`config.mk`:
```
export PLATFORM = sky130hd
export DESIGN_NAME = pipe_interlock
export DESIGN_NICKNAME = d
export VERILOG_FILES = /design/src/rtl/pipe_interlock_pkg.sv /design/src/rtl/pi_src_hazard.sv /design/src/rtl/pi_fwd_sel.sv /design/src/rtl/pi_stall_ctrl.sv /design/src/rtl/pi_event_cnt.sv /design/src/rtl/pipe_interlock.sv
export SDC_FILE = /design/constraint.sdc
export NUM_CORES = 1
export LEC_CHECK = 0
export BUFFER_PORTS_ARGS = -buffer_cell sky130_fd_sc_hd__buf_2
export CORE_ASPECT_RATIO = 0.9
export CORE_MARGIN = 3
export CORE_UTILIZATION = 50
export DETAILED_ROUTE_END_ITERATION = 6
export PLACE_DENSITY = 0.76
export REMOVE_ABC_BUFFERS = 1
export SLEW_MARGIN = 40
export SYNTH_ARGS = -nofsm -noshare
export SYNTH_HDL_FRONTEND = slang
export SYNTH_HIERARCHICAL = 1
export SYNTH_SLANG_ARGS = --single-unit
```
`constraint.sdc`:
```
create_clock -name clk -period 2.4 [get_ports clk]
set_input_delay 0.36 -clock clk [delete_from_list [all_inputs] [get_ports clk]]
set_output_delay 0.36 -clock clk [all_outputs]
set_load 0.02 [all_outputs]
```
`src/rtl/pipe_interlock_pkg.sv`:
```
// Package: shared types for the pipeline hazard interlock unit.
// Assumes a register file indexed by an address whose value 0 is hard-wired zero.
package pipe_interlock_pkg;

    // Operand source select; values are part of the port contract.
    typedef enum logic [1:0] {
        SEL_REGFILE = 2'd0,
        SEL_EXMEM   = 2'd1,
        SEL_MEMWB   = 2'd2
    } op_sel_e;

    // True when a stage holds a real write to a nonzero register that equals src.
    function automatic logic producer_hit(
        input logic       valid,
        input logic       wen,
        input logic [7:0] rd,
        input logic [7:0] src
    );
        return valid && wen && (rd != 8'd0) && (rd == src);
    endfunction

endpackage

```
`src/rtl/pi_src_hazard.sv`:
```
// Module: pi_src_hazard
// Decides whether a single decode-stage source register must hold decode.
// Assumes producers in execute, memory and writeback; register 0 never conflicts.
// alu_use marks a source consumed in execute, any_use also covers store data.
module pi_src_hazard
    import pipe_interlock_pkg::*;
#(
    parameter int REG_AW = 5
) (
    input  logic              cfg_fwd_en,
    input  logic              cfg_split_rf,
    input  logic [REG_AW-1:0] src,
    input  logic              alu_use,
    input  logic              any_use,
    input  logic              ex_valid,
    input  logic [REG_AW-1:0] ex_rd,
    input  logic              ex_wen,
    input  logic              ex_is_load,
    input  logic              mem_valid,
    input  logic [REG_AW-1:0] mem_rd,
    input  logic              mem_wen,
    input  logic              wb_valid,
    input  logic [REG_AW-1:0] wb_rd,
    input  logic              wb_wen,
    output logic              hazard
);

    logic hit_ex, hit_mem, hit_wb;

    // Compare the source against each downstream producer.
    always_comb begin
        hit_ex  = producer_hit(ex_valid,  ex_wen,  8'(ex_rd),  8'(src));
        hit_mem = producer_hit(mem_valid, mem_wen, 8'(mem_rd), 8'(src));
        hit_wb  = producer_hit(wb_valid,  wb_wen,  8'(wb_rd),  8'(src));
    end

    // Forwarding leaves only the load-use case; without it every pending write holds.
    always_comb begin
        if (cfg_fwd_en) begin
            hazard = alu_use && hit_ex && ex_is_load;
        end else begin
            hazard = any_use && (hit_ex || hit_mem || (hit_wb && !cfg_split_rf));
        end
    end

endmodule

```
`src/rtl/pi_fwd_sel.sv`:
```
// Module: pi_fwd_sel
// Picks the bypass source for one execute-stage operand.
// Assumes a load in memory has no data yet at the execute/memory boundary.
module pi_fwd_sel
    import pipe_interlock_pkg::*;
#(
    parameter int REG_AW = 5
) (
    input  logic              cfg_fwd_en,
    input  logic [REG_AW-1:0] src,
    input  logic              src_use,
    input  logic              mem_valid,
    input  logic [REG_AW-1:0] mem_rd,
    input  logic              mem_wen,
    input  logic              mem_is_load,
    input  logic              wb_valid,
    input  logic [REG_AW-1:0] wb_rd,
    input  logic              wb_wen,
    output op_sel_e           sel
);

    logic near_hit, far_hit;

    // Nearest producer first; loads in memory are excluded from the near path.
    always_comb begin
        near_hit = producer_hit(mem_valid, mem_wen && !mem_is_load, 8'(mem_rd), 8'(src));
        far_hit  = producer_hit(wb_valid, wb_wen, 8'(wb_rd), 8'(src));
        sel      = SEL_REGFILE;
        if (cfg_fwd_en && src_use) begin
            if (near_hit) begin
                sel = SEL_EXMEM;
            end else if (far_hit) begin
                sel = SEL_MEMWB;
            end
        end
    end

endmodule

```
`src/rtl/pi_stall_ctrl.sv`:
```
// Module: pi_stall_ctrl
// Turns hazard causes into pipeline hold and bubble controls.
// Assumes a decode stall outranks a fetch-only stall.
module pi_stall_ctrl (
    input  logic data_hazard,
    input  logic rf_conflict,
    input  logic mem_conflict,
    output logic stall_pc,
    output logic stall_ifid,
    output logic bubble_ex,
    output logic bubble_id
);

    logic hold_decode;

    // Decode holds on either cause; fetch holds whenever decode holds or memory is busy.
    always_comb begin
        hold_decode = data_hazard || rf_conflict;
        stall_pc    = hold_decode || mem_conflict;
        stall_ifid  = hold_decode;
        bubble_ex   = hold_decode;
        bubble_id   = mem_conflict && !hold_decode;
    end

endmodule

```
`src/rtl/pi_event_cnt.sv`:
```
// Module: pi_event_cnt
// Counter that clears in reset and adds one each clock with inc set.
// Assumes wrap-around on overflow is acceptable.
module pi_event_cnt #(
    parameter int CNT_W = 32
) (
    input  logic             clk,
    input  logic             rst_n,
    input  logic             inc,
    output logic [CNT_W-1:0] count
);

    // Synchronous clear, then count qualifying cycles.
    always_ff @(posedge clk) begin
        if (!rst_n) begin
            count <= '0;
        end else if (inc) begin
            count <= count + CNT_W'(1);
        end
    end

endmodule

```
`src/rtl/pipe_interlock.sv`:
```
// Module: pipe_interlock (top)
// Stall and forwarding control for a five-stage in-order integer pipeline.
// Static cfg_* pins select forwarding, memory porting and register-file timing.
// Assumes stage fields are valid only when the matching *_valid is set.
module pipe_interlock
    import pipe_interlock_pkg::*;
#(
    parameter int REG_AW = 5,
    parameter int CNT_W  = 32
) (
    input  logic              clk,
    input  logic              rst_n,
    input  logic              cfg_fwd_en,
    input  logic              cfg_split_mem,
    input  logic              cfg_split_rf,
    input  logic              id_valid,
    input  logic [REG_AW-1:0] id_rs1,
    input  logic [REG_AW-1:0] id_rs2,
    input  logic              id_rs1_use,
    input  logic              id_rs2_use,
    input  logic              id_is_store,
    input  logic              ex_valid,
    input  logic [REG_AW-1:0] ex_rd,
    input  logic              ex_wen,
    input  logic              ex_is_load,
    input  logic [REG_AW-1:0] ex_rs1,
    input  logic [REG_AW-1:0] ex_rs2,
    input  logic              ex_rs1_use,
    input  logic              ex_rs2_use,
    input  logic              mem_valid,
    input  logic [REG_AW-1:0] mem_rd,
    input  logic              mem_wen,
    input  logic              mem_is_load,
    input  logic              mem_is_store,
    input  logic [REG_AW-1:0] mem_rs2,
    input  logic              wb_valid,
    input  logic [REG_AW-1:0] wb_rd,
    input  logic              wb_wen,
    input  logic              wb_is_load,
    output logic              stall_pc,
    output logic              stall_ifid,
    output logic              bubble_ex,
    output logic              bubble_id,
    output logic [1:0]        fwd_a,
    output logic [1:0]        fwd_b,
    output logic              fwd_sd,
    output logic [CNT_W-1:0]  cycle_cnt,
    output logic [CNT_W-1:0]  retire_cnt
);

    localparam int NUM_SRC = 2;

    logic [NUM_SRC-1:0][REG_AW-1:0] dec_src;
    logic [NUM_SRC-1:0]             dec_alu_use;
    logic [NUM_SRC-1:0]             dec_any_use;
    logic [NUM_SRC-1:0]             dec_haz;
    logic [NUM_SRC-1:0][REG_AW-1:0] exe_src;
    logic [NUM_SRC-1:0]             exe_use;
    op_sel_e                        exe_sel [NUM_SRC];

    logic data_hazard, rf_conflict, mem_conflict, dec_reads;

    // Gather decode and execute sources into arrays for the generated slices.
    always_comb begin
        dec_src[0]     = id_rs1;
        dec_src[1]     = id_rs2;
        dec_alu_use[0] = id_rs1_use;
        dec_alu_use[1] = id_rs2_use;
        dec_any_use[0] = id_rs1_use;
        dec_any_use[1] = id_rs2_use || id_is_store;
        exe_src[0]     = ex_rs1;
        exe_src[1]     = ex_rs2;
        exe_use[0]     = ex_rs1_use;
        exe_use[1]     = ex_rs2_use;
    end

    for (genvar g = 0; g < NUM_SRC; g++) begin : g_src
        pi_src_hazard #(.REG_AW(REG_AW)) u_haz (
            .cfg_fwd_en   (cfg_fwd_en),
            .cfg_split_rf (cfg_split_rf),
            .src          (dec_src[g]),
            .alu_use      (dec_alu_use[g]),
            .any_use      (dec_any_use[g]),
            .ex_valid     (ex_valid),
            .ex_rd        (ex_rd),
            .ex_wen       (ex_wen),
            .ex_is_load   (ex_is_load),
            .mem_valid    (mem_valid),
            .mem_rd       (mem_rd),
            .mem_wen      (mem_wen),
            .wb_valid     (wb_valid),
            .wb_rd        (wb_rd),
            .wb_wen       (wb_wen),
            .hazard       (dec_haz[g])
        );

        pi_fwd_sel #(.REG_AW(REG_AW)) u_fwd (
            .cfg_fwd_en  (cfg_fwd_en),
            .src         (exe_src[g]),
            .src_use     (exe_use[g]),
            .mem_valid   (mem_valid),
            .mem_rd      (mem_rd),
            .mem_wen     (mem_wen),
            .mem_is_load (mem_is_load),
            .wb_valid    (wb_valid),
            .wb_rd       (wb_rd),
            .wb_wen      (wb_wen),
            .sel         (exe_sel[g])
        );
    end

    // Structural causes and the combined data hazard.
    always_comb begin
        dec_reads    = id_rs1_use || id_rs2_use || id_is_store;
        data_hazard  = id_valid && (|dec_haz);
        rf_conflict  = !cfg_split_rf && id_valid && dec_reads
                       && wb_valid && wb_wen && (wb_rd != '0);
        mem_conflict = !cfg_split_mem && mem_valid && (mem_is_load || mem_is_store);
    end

    pi_stall_ctrl u_stall (
        .data_hazard  (data_hazard),
        .rf_conflict  (rf_conflict),
        .mem_conflict (mem_conflict),
        .stall_pc     (stall_pc),
        .stall_ifid   (stall_ifid),
        .bubble_ex    (bubble_ex),
        .bubble_id    (bubble_id)
    );

    // Drive operand selects and the late store-data bypass.
    always_comb begin
        fwd_a  = exe_sel[0];
        fwd_b  = exe_sel[1];
        fwd_sd = cfg_fwd_en && mem_valid && mem_is_store && (mem_rs2 != '0)
                 && wb_valid && wb_wen && wb_is_load && (wb_rd == mem_rs2);
    end

    pi_event_cnt #(.CNT_W(CNT_W)) u_cyc (
        .clk   (clk),
        .rst_n (rst_n),
        .inc   (1'b1),
        .count (cycle_cnt)
    );

    pi_event_cnt #(.CNT_W(CNT_W)) u_ret (
        .clk   (clk),
        .rst_n (rst_n),
        .inc   (wb_valid),
        .count (retire_cnt)
    );

endmodule

```
Word level (Yosys, flattened, before mapping)
Index checks and enable logic that the tools add are counted.
Word-level totals
  register bits: 64
  input bits: 61
  output and inout port bits: 73
  logic and storage cells: 87
Cells by class
  add/subtract/negate cells: 2
  equal/unequal tests: 11
  multiplexer cells: 8
  reductions and logical operators: 64
Operator list (count)
  32-bit by 1-bit adder with 32-bit output, second input constant: 2
  5-bit == test: 11
  1-bit logical AND: 45
  5-bit nonzero test: 4
  2-bit two-way mux: 6
  1-bit logical OR: 10
  1-bit logical NOT: 4
  1-bit two-way mux: 2
  2-bit OR reduction: 1

Depth between registers and ports, before layout
  depth in word-level cells: 12
  gate-level depth with buffers: 8
  depth with buffers taken out: 7

Modules after synthesis
Netlist, hierarchy kept.
Modules (own cells, without submodules)
  pi_event_cnt: times used 2, cells an instance 176, area each 1562.7 um2, seq. area each 640.6 um2
  pi_src_hazard: times used 2, cells an instance 34, area each 261.5 um2, seq. area each 0.0 um2
  pi_fwd_sel: times used 2, cells an instance 23, area each 160.2 um2, seq. area each 0.0 um2
  pipe_interlock: times used 1, cells an instance 21, area each 133.9 um2, seq. area each 0.0 um2
  pi_stall_ctrl: times used 1, cells an instance 4, area each 27.5 um2, seq. area each 0.0 um2

Least setup slack after synthesis
OpenSTA, ideal clock, no wires.
  path kind: input port to output port
  start point: input id_is_store
  end point: output bubble_id
  arrival: 1.832 ns
  slack: 0.208 ns
  cell stages on the path: 7
  buffers on the path: 0
  cell sequence: or2_2 -> nor2b_1 -> a31oi_1 -> or4b_1 -> o221ai_2 -> o21a_1 -> nor3b_1
On the way
  cells in the longest elaborated chain, start to end: 8
  elaborated cells on any way between the ends: 13
  classes of those cells: mux (1); reduce/logical (12)
Ends and longest elaborated chain
  start, declared: line pipe_interlock.sv:21  | input logic id_is_store,
  1-bit logical OR: line pipe_interlock.sv:70  | dec_any_use[1] = id_rs2_use || id_is_store;
  1-bit logical AND: line pi_src_hazard.sv:42  | hazard = any_use && (hit_ex || hit_mem || (hit_wb && !cfg_split_rf));
  1-bit two-way mux: line pi_src_hazard.sv:39  | if (cfg_fwd_en) begin
  named net dec_haz[1]: line pipe_interlock.sv:56  | logic [NUM_SRC-1:0] dec_haz;
  2-bit OR reduction: line pipe_interlock.sv:115  | data_hazard = id_valid && (|dec_haz);
  1-bit logical AND: line pipe_interlock.sv:115
  named net data_hazard: line pipe_interlock.sv:61  | logic data_hazard, rf_conflict, mem_conflict, dec_reads;
  1-bit logical OR: line pi_stall_ctrl.sv:18  | hold_decode = data_hazard || rf_conflict;
  1-bit logical NOT: line pi_stall_ctrl.sv:22  | bubble_id = mem_conflict && !hold_decode;
  1-bit logical AND: line pi_stall_ctrl.sv:22
  end, declared: line pipe_interlock.sv:43  | output logic bubble_id,
The timed path passes the listed nets, and every way through them passes these cells.

Worst setup path in the final report
  start point: input ex_rd[2]
  end point: output stall_ifid
On the way
  cells in the longest elaborated chain, start to end: 10
  elaborated cells on any way between the ends: 21
  classes of those cells: eq/ne (2); mux (2); reduce/logical (17)
Ends and longest elaborated chain
  start, declared: line pipe_interlock.sv:23  | input logic [REG_AW-1:0] ex_rd,
  5-bit nonzero test: line pipe_interlock_pkg.sv:19  | return valid && wen && (rd != 8'd0) && (rd == src);
  1-bit logical AND: line pipe_interlock_pkg.sv:19
  1-bit logical AND *: line pipe_interlock_pkg.sv:19
  1-bit logical OR (2 in series): line pi_src_hazard.sv:42
  1-bit logical AND: line pi_src_hazard.sv:42
  1-bit two-way mux *: line pi_src_hazard.sv:39
  named net dec_haz[0]: line pipe_interlock.sv:56
  2-bit OR reduction *: line pipe_interlock.sv:115
  1-bit logical AND *: line pipe_interlock.sv:115
  named net data_hazard: line pipe_interlock.sv:61
  1-bit logical OR *: line pi_stall_ctrl.sv:18
  end, declared: line pipe_interlock.sv:41  | output logic stall_ifid,
Mark *: on every way through the listed nets, which the timed path passes. The rest lies on a longest branch.

==> out/results.txt <==
Synth Instances -> 491
Max VDD drop -> 0.288 mV
Core ar. -> 7770 um2
Netlist cell types -> 47
row count -> 30
Total GRT Usage -> 23.8%
Clock Skews -> 0.00954 ns
maxcap violations -> 0
root buf cell -> clkbuf_8
post-layout util -> 64.6%
nets -> 673
P per Cell Area -> 490 nW/um2
Avg WL per Cell -> 16.0 um
relative slew slack -> 54.8%
startpoint types -> input pin
CP Data Required Time -> 2.04 ns
RSZ-0062 raised after global routing -> no
Final Hold Fails -> 0
Inserted Diodes -> 0
initial antenna violation count -> 0
Period minus WS final -> 2.28 ns
drt first pass iters -> 5
post-DR vias/cell -> 5.96
global placer's final weighted congestion -> 1.03
Area Growth Syn to Fin -> 21.4%
Setup WS pre-CTS -> 0.0276 ns
DPL Wire Length -> 8780 um
PortBufs -> 133
routed via count -> 4238
CP startpoint -> ex_rd[2]
H-tree depth -> 3
DRT antenna net count -> 0
Final Worst Setup Slack -> 0.119 ns
layout cells sized above 1 -> 27.6%
highest clock rate -> 0.438 GHz
flops & latches, synth -> 64
fin. max-slew vios -> 0
io pins -> 134
Worst Min Path Start -> rst_n
first-pass GRT wire length -> 18300 um
clock sink count -> 64
grt ovf -> 0
Initial Util -> 53.2%
worst-margin pin slew -> 0.677 ns
leakage power -> 1.99 nW
die area -> 9390 um2
DRC violations left -> 0
Mapped Area -> 4130 um2
Synth Flop Type -> dfxtp_1
status -> finished, final reports clean
EDFF count, synth -> 0
post-synthesis async set-or-reset flop share -> 0%
Clock Path Buffers -> 2
Synthesis Warnings -> 6
CTS tree -> yes
Fin Setup TNS -> 0 ns
Die Y -> 92.2 um
endpoints failing setup -> 0
Post-Syn Area per Cell -> 8.41 um2
critical path type -> input pin to output port
vias in the first global route -> 3842
Post-CTS Setup Bufs -> 0
register area share after synthesis -> 31.0%
worst min path class -> input pin to register
clk slew on worst S/H paths -> 0.07 ns
WL final -> 11400 um
die width -> 102 um
CP Max Fanout -> 4
Iter 0 DRT Violations -> 223
Final period util -> 95.0%
CP endpoint kind -> output port
Worst EP arrival -> 1.92 ns
largest net degree at the start of global routing -> 29
reg2reg start -> u_cyc/count[8]
Worst-Skew Late Latency -> 0.33 ns
Num CTS Buffers -> 9
[synthesized netlist by cell type (2+ instances only)]
cell	number	share of area, %
and2_1	2	0.30
inv_1	12	1.1
and3_1	4	0.61
nor3_1	10	1.2
nand3_1	28	3.4
nor4_1	15	2.3
buf_2	4	0.48
nor2b_1	2	0.30
nor3b_2	2	0.61
nor2_1	36	3.3
nand2b_1	21	3.2
nor3b_1	4	0.73
a2111o_1	2	0.55
and3_2	2	0.36
o31ai_1	6	1.1
clkbuf_1	16	1.5
buf_8	2	0.73
o2111ai_1	2	0.42
o311ai_2	2	0.79
xor2_1	26	5.5
xnor2_1	44	9.3
or4_1	9	1.6
o41ai_2	2	0.79
a21oi_1	20	2.4
o311ai_1	4	0.85
o311ai_0	10	2.1
dfxtp_1	64	31
o41ai_1	17	3.6
a31oi_1	2	0.30
nand2_1	34	3.1
and4_1	6	1.3
nand4_2	2	0.61
or4b_1	2	0.48
or3_1	11	1.7
nand4_1	26	3.9
o21ai_0	10	1.2
mux2i_1	8	1.9
ha_1	2	0.61
or4_4	4	1.1
buf_6	6	1.6
or2_1	3	0.45
o221ai_2	2	0.73
[what timing repair did]
action / 4_1_cts / 5_1_grt
resized for setup: 0 / 6
endpoints found under the hold margin: 0 / 0
hold buffers: 0 / 0
endpoints found under the setup margin: 0 / 3
[routing by layer]
layer / vias up / GRT usage (%) / wire length [um]
met5: - / 0 / 0
li1: 2069 / - / -
met2: 154 / 37.0 / 5240
met3: 12 / 5.25 / 697
met1: 2003 / 33.0 / 5340
met4: 0 / 6.53 / 121
[final cells by class]
| cell class | count | area [um2] |
|---|---|---|
| clock buffers | 14 | 173 |
| clock inverters | 2 | 60.1 |
| fillers | 722 | 2750 |
| inverters | 12 | 45.0 |
| multi-input cells | 386 | 2640 |
| flip-flops and latches | 64 | 1280 |
| well taps | 96 | 120 |
| repair buffers | 137 | 702 |
[layout by cell type (no fill, tap or decap), types with 3 or more instances in the layout]
master,count
buf_2,132
dfxtp_1,64
xnor2_1,44
nor2_1,36
nand2_1,34
nand3_1,28
nand4_1,26
xor2_1,26
nand2b_1,21
a21oi_1,20
o41ai_1,17
nor4_1,14
clkbuf_8,12
inv_1,12
or3_1,11
nor3_1,10
o21ai_0,10
o311ai_0,10
or4_1,9
mux2i_1,8
and4_1,6
o31ai_1,6
nor3b_1,4
or4_4,4
buf_4,4
and3_1,4
o311ai_1,4
or2_1,3
[metrics by stage]
stage | total power [mW] | cells | instance area (um2) | hold WS (ns)
after detailed placement | 1.40 | 695 | 4760 | 0.460
after global routing | 2.56 | 711 | 5020 | 0.468
after global placement | 1.40 | 695 | 4760 | 0.452
final | 2.46 | 711 | 5020 | 0.446
after floorplan | 1.25 | 462 | 3950 | 0.504
after CTS | 2.47 | 711 | 4990 | 0.437
[logic make-up (layout without fill, tap and decap cells)]
group	after synthesis	count (layout)	share of synthesized area, %
adder cells (fa/ha/maj)	2	2	0.606
flip-flops	64	64	31.0
other	1	1	0.0908
AND/OR/NAND/NOR	224	224	30.6
multiplexers	8	8	1.94
AO/OA/AOI/OAI	81	81	15.3
buffers and inverters	41	165	5.57
XOR/XNOR	70	70	14.8
[path summary, 6_finish.rpt]
check,endpoint,slack [ns],cells after the start
worst max-delay path,stall_ifid,0.12,8
worst min-delay path,u_cyc/count[21],0.45,3
worst min register to register,u_ret/count[31],0.47,2
worst max register to register,u_cyc/count[31],0.43,4
[flip-flops by register name (all words and copies together) (netlist names)]
name         cells
u_ret/count     32
u_cyc/count     32
[power by group]
| group | internal [mW] | leakage (nW) | switching, mW |
|---|---|---|---|
| combinational | 0.128 | 1.35 | 0.181 |
| clock | 0.672 | 0.117 | 0.398 |
| sequential | 1.07 | 0.516 | 0.00807 |
[worst max-delay path, stage by stage]
cell and delay (ns):
buf_2 0.14, xnor2_1 0.17, o2111ai_1 0.13, or4b_1 0.58, o221ai_2 0.09, o21a_1 0.18, or2_1 0.12, buf_2 0.16
No activity file was read; power rests on OpenSTA's default activity.
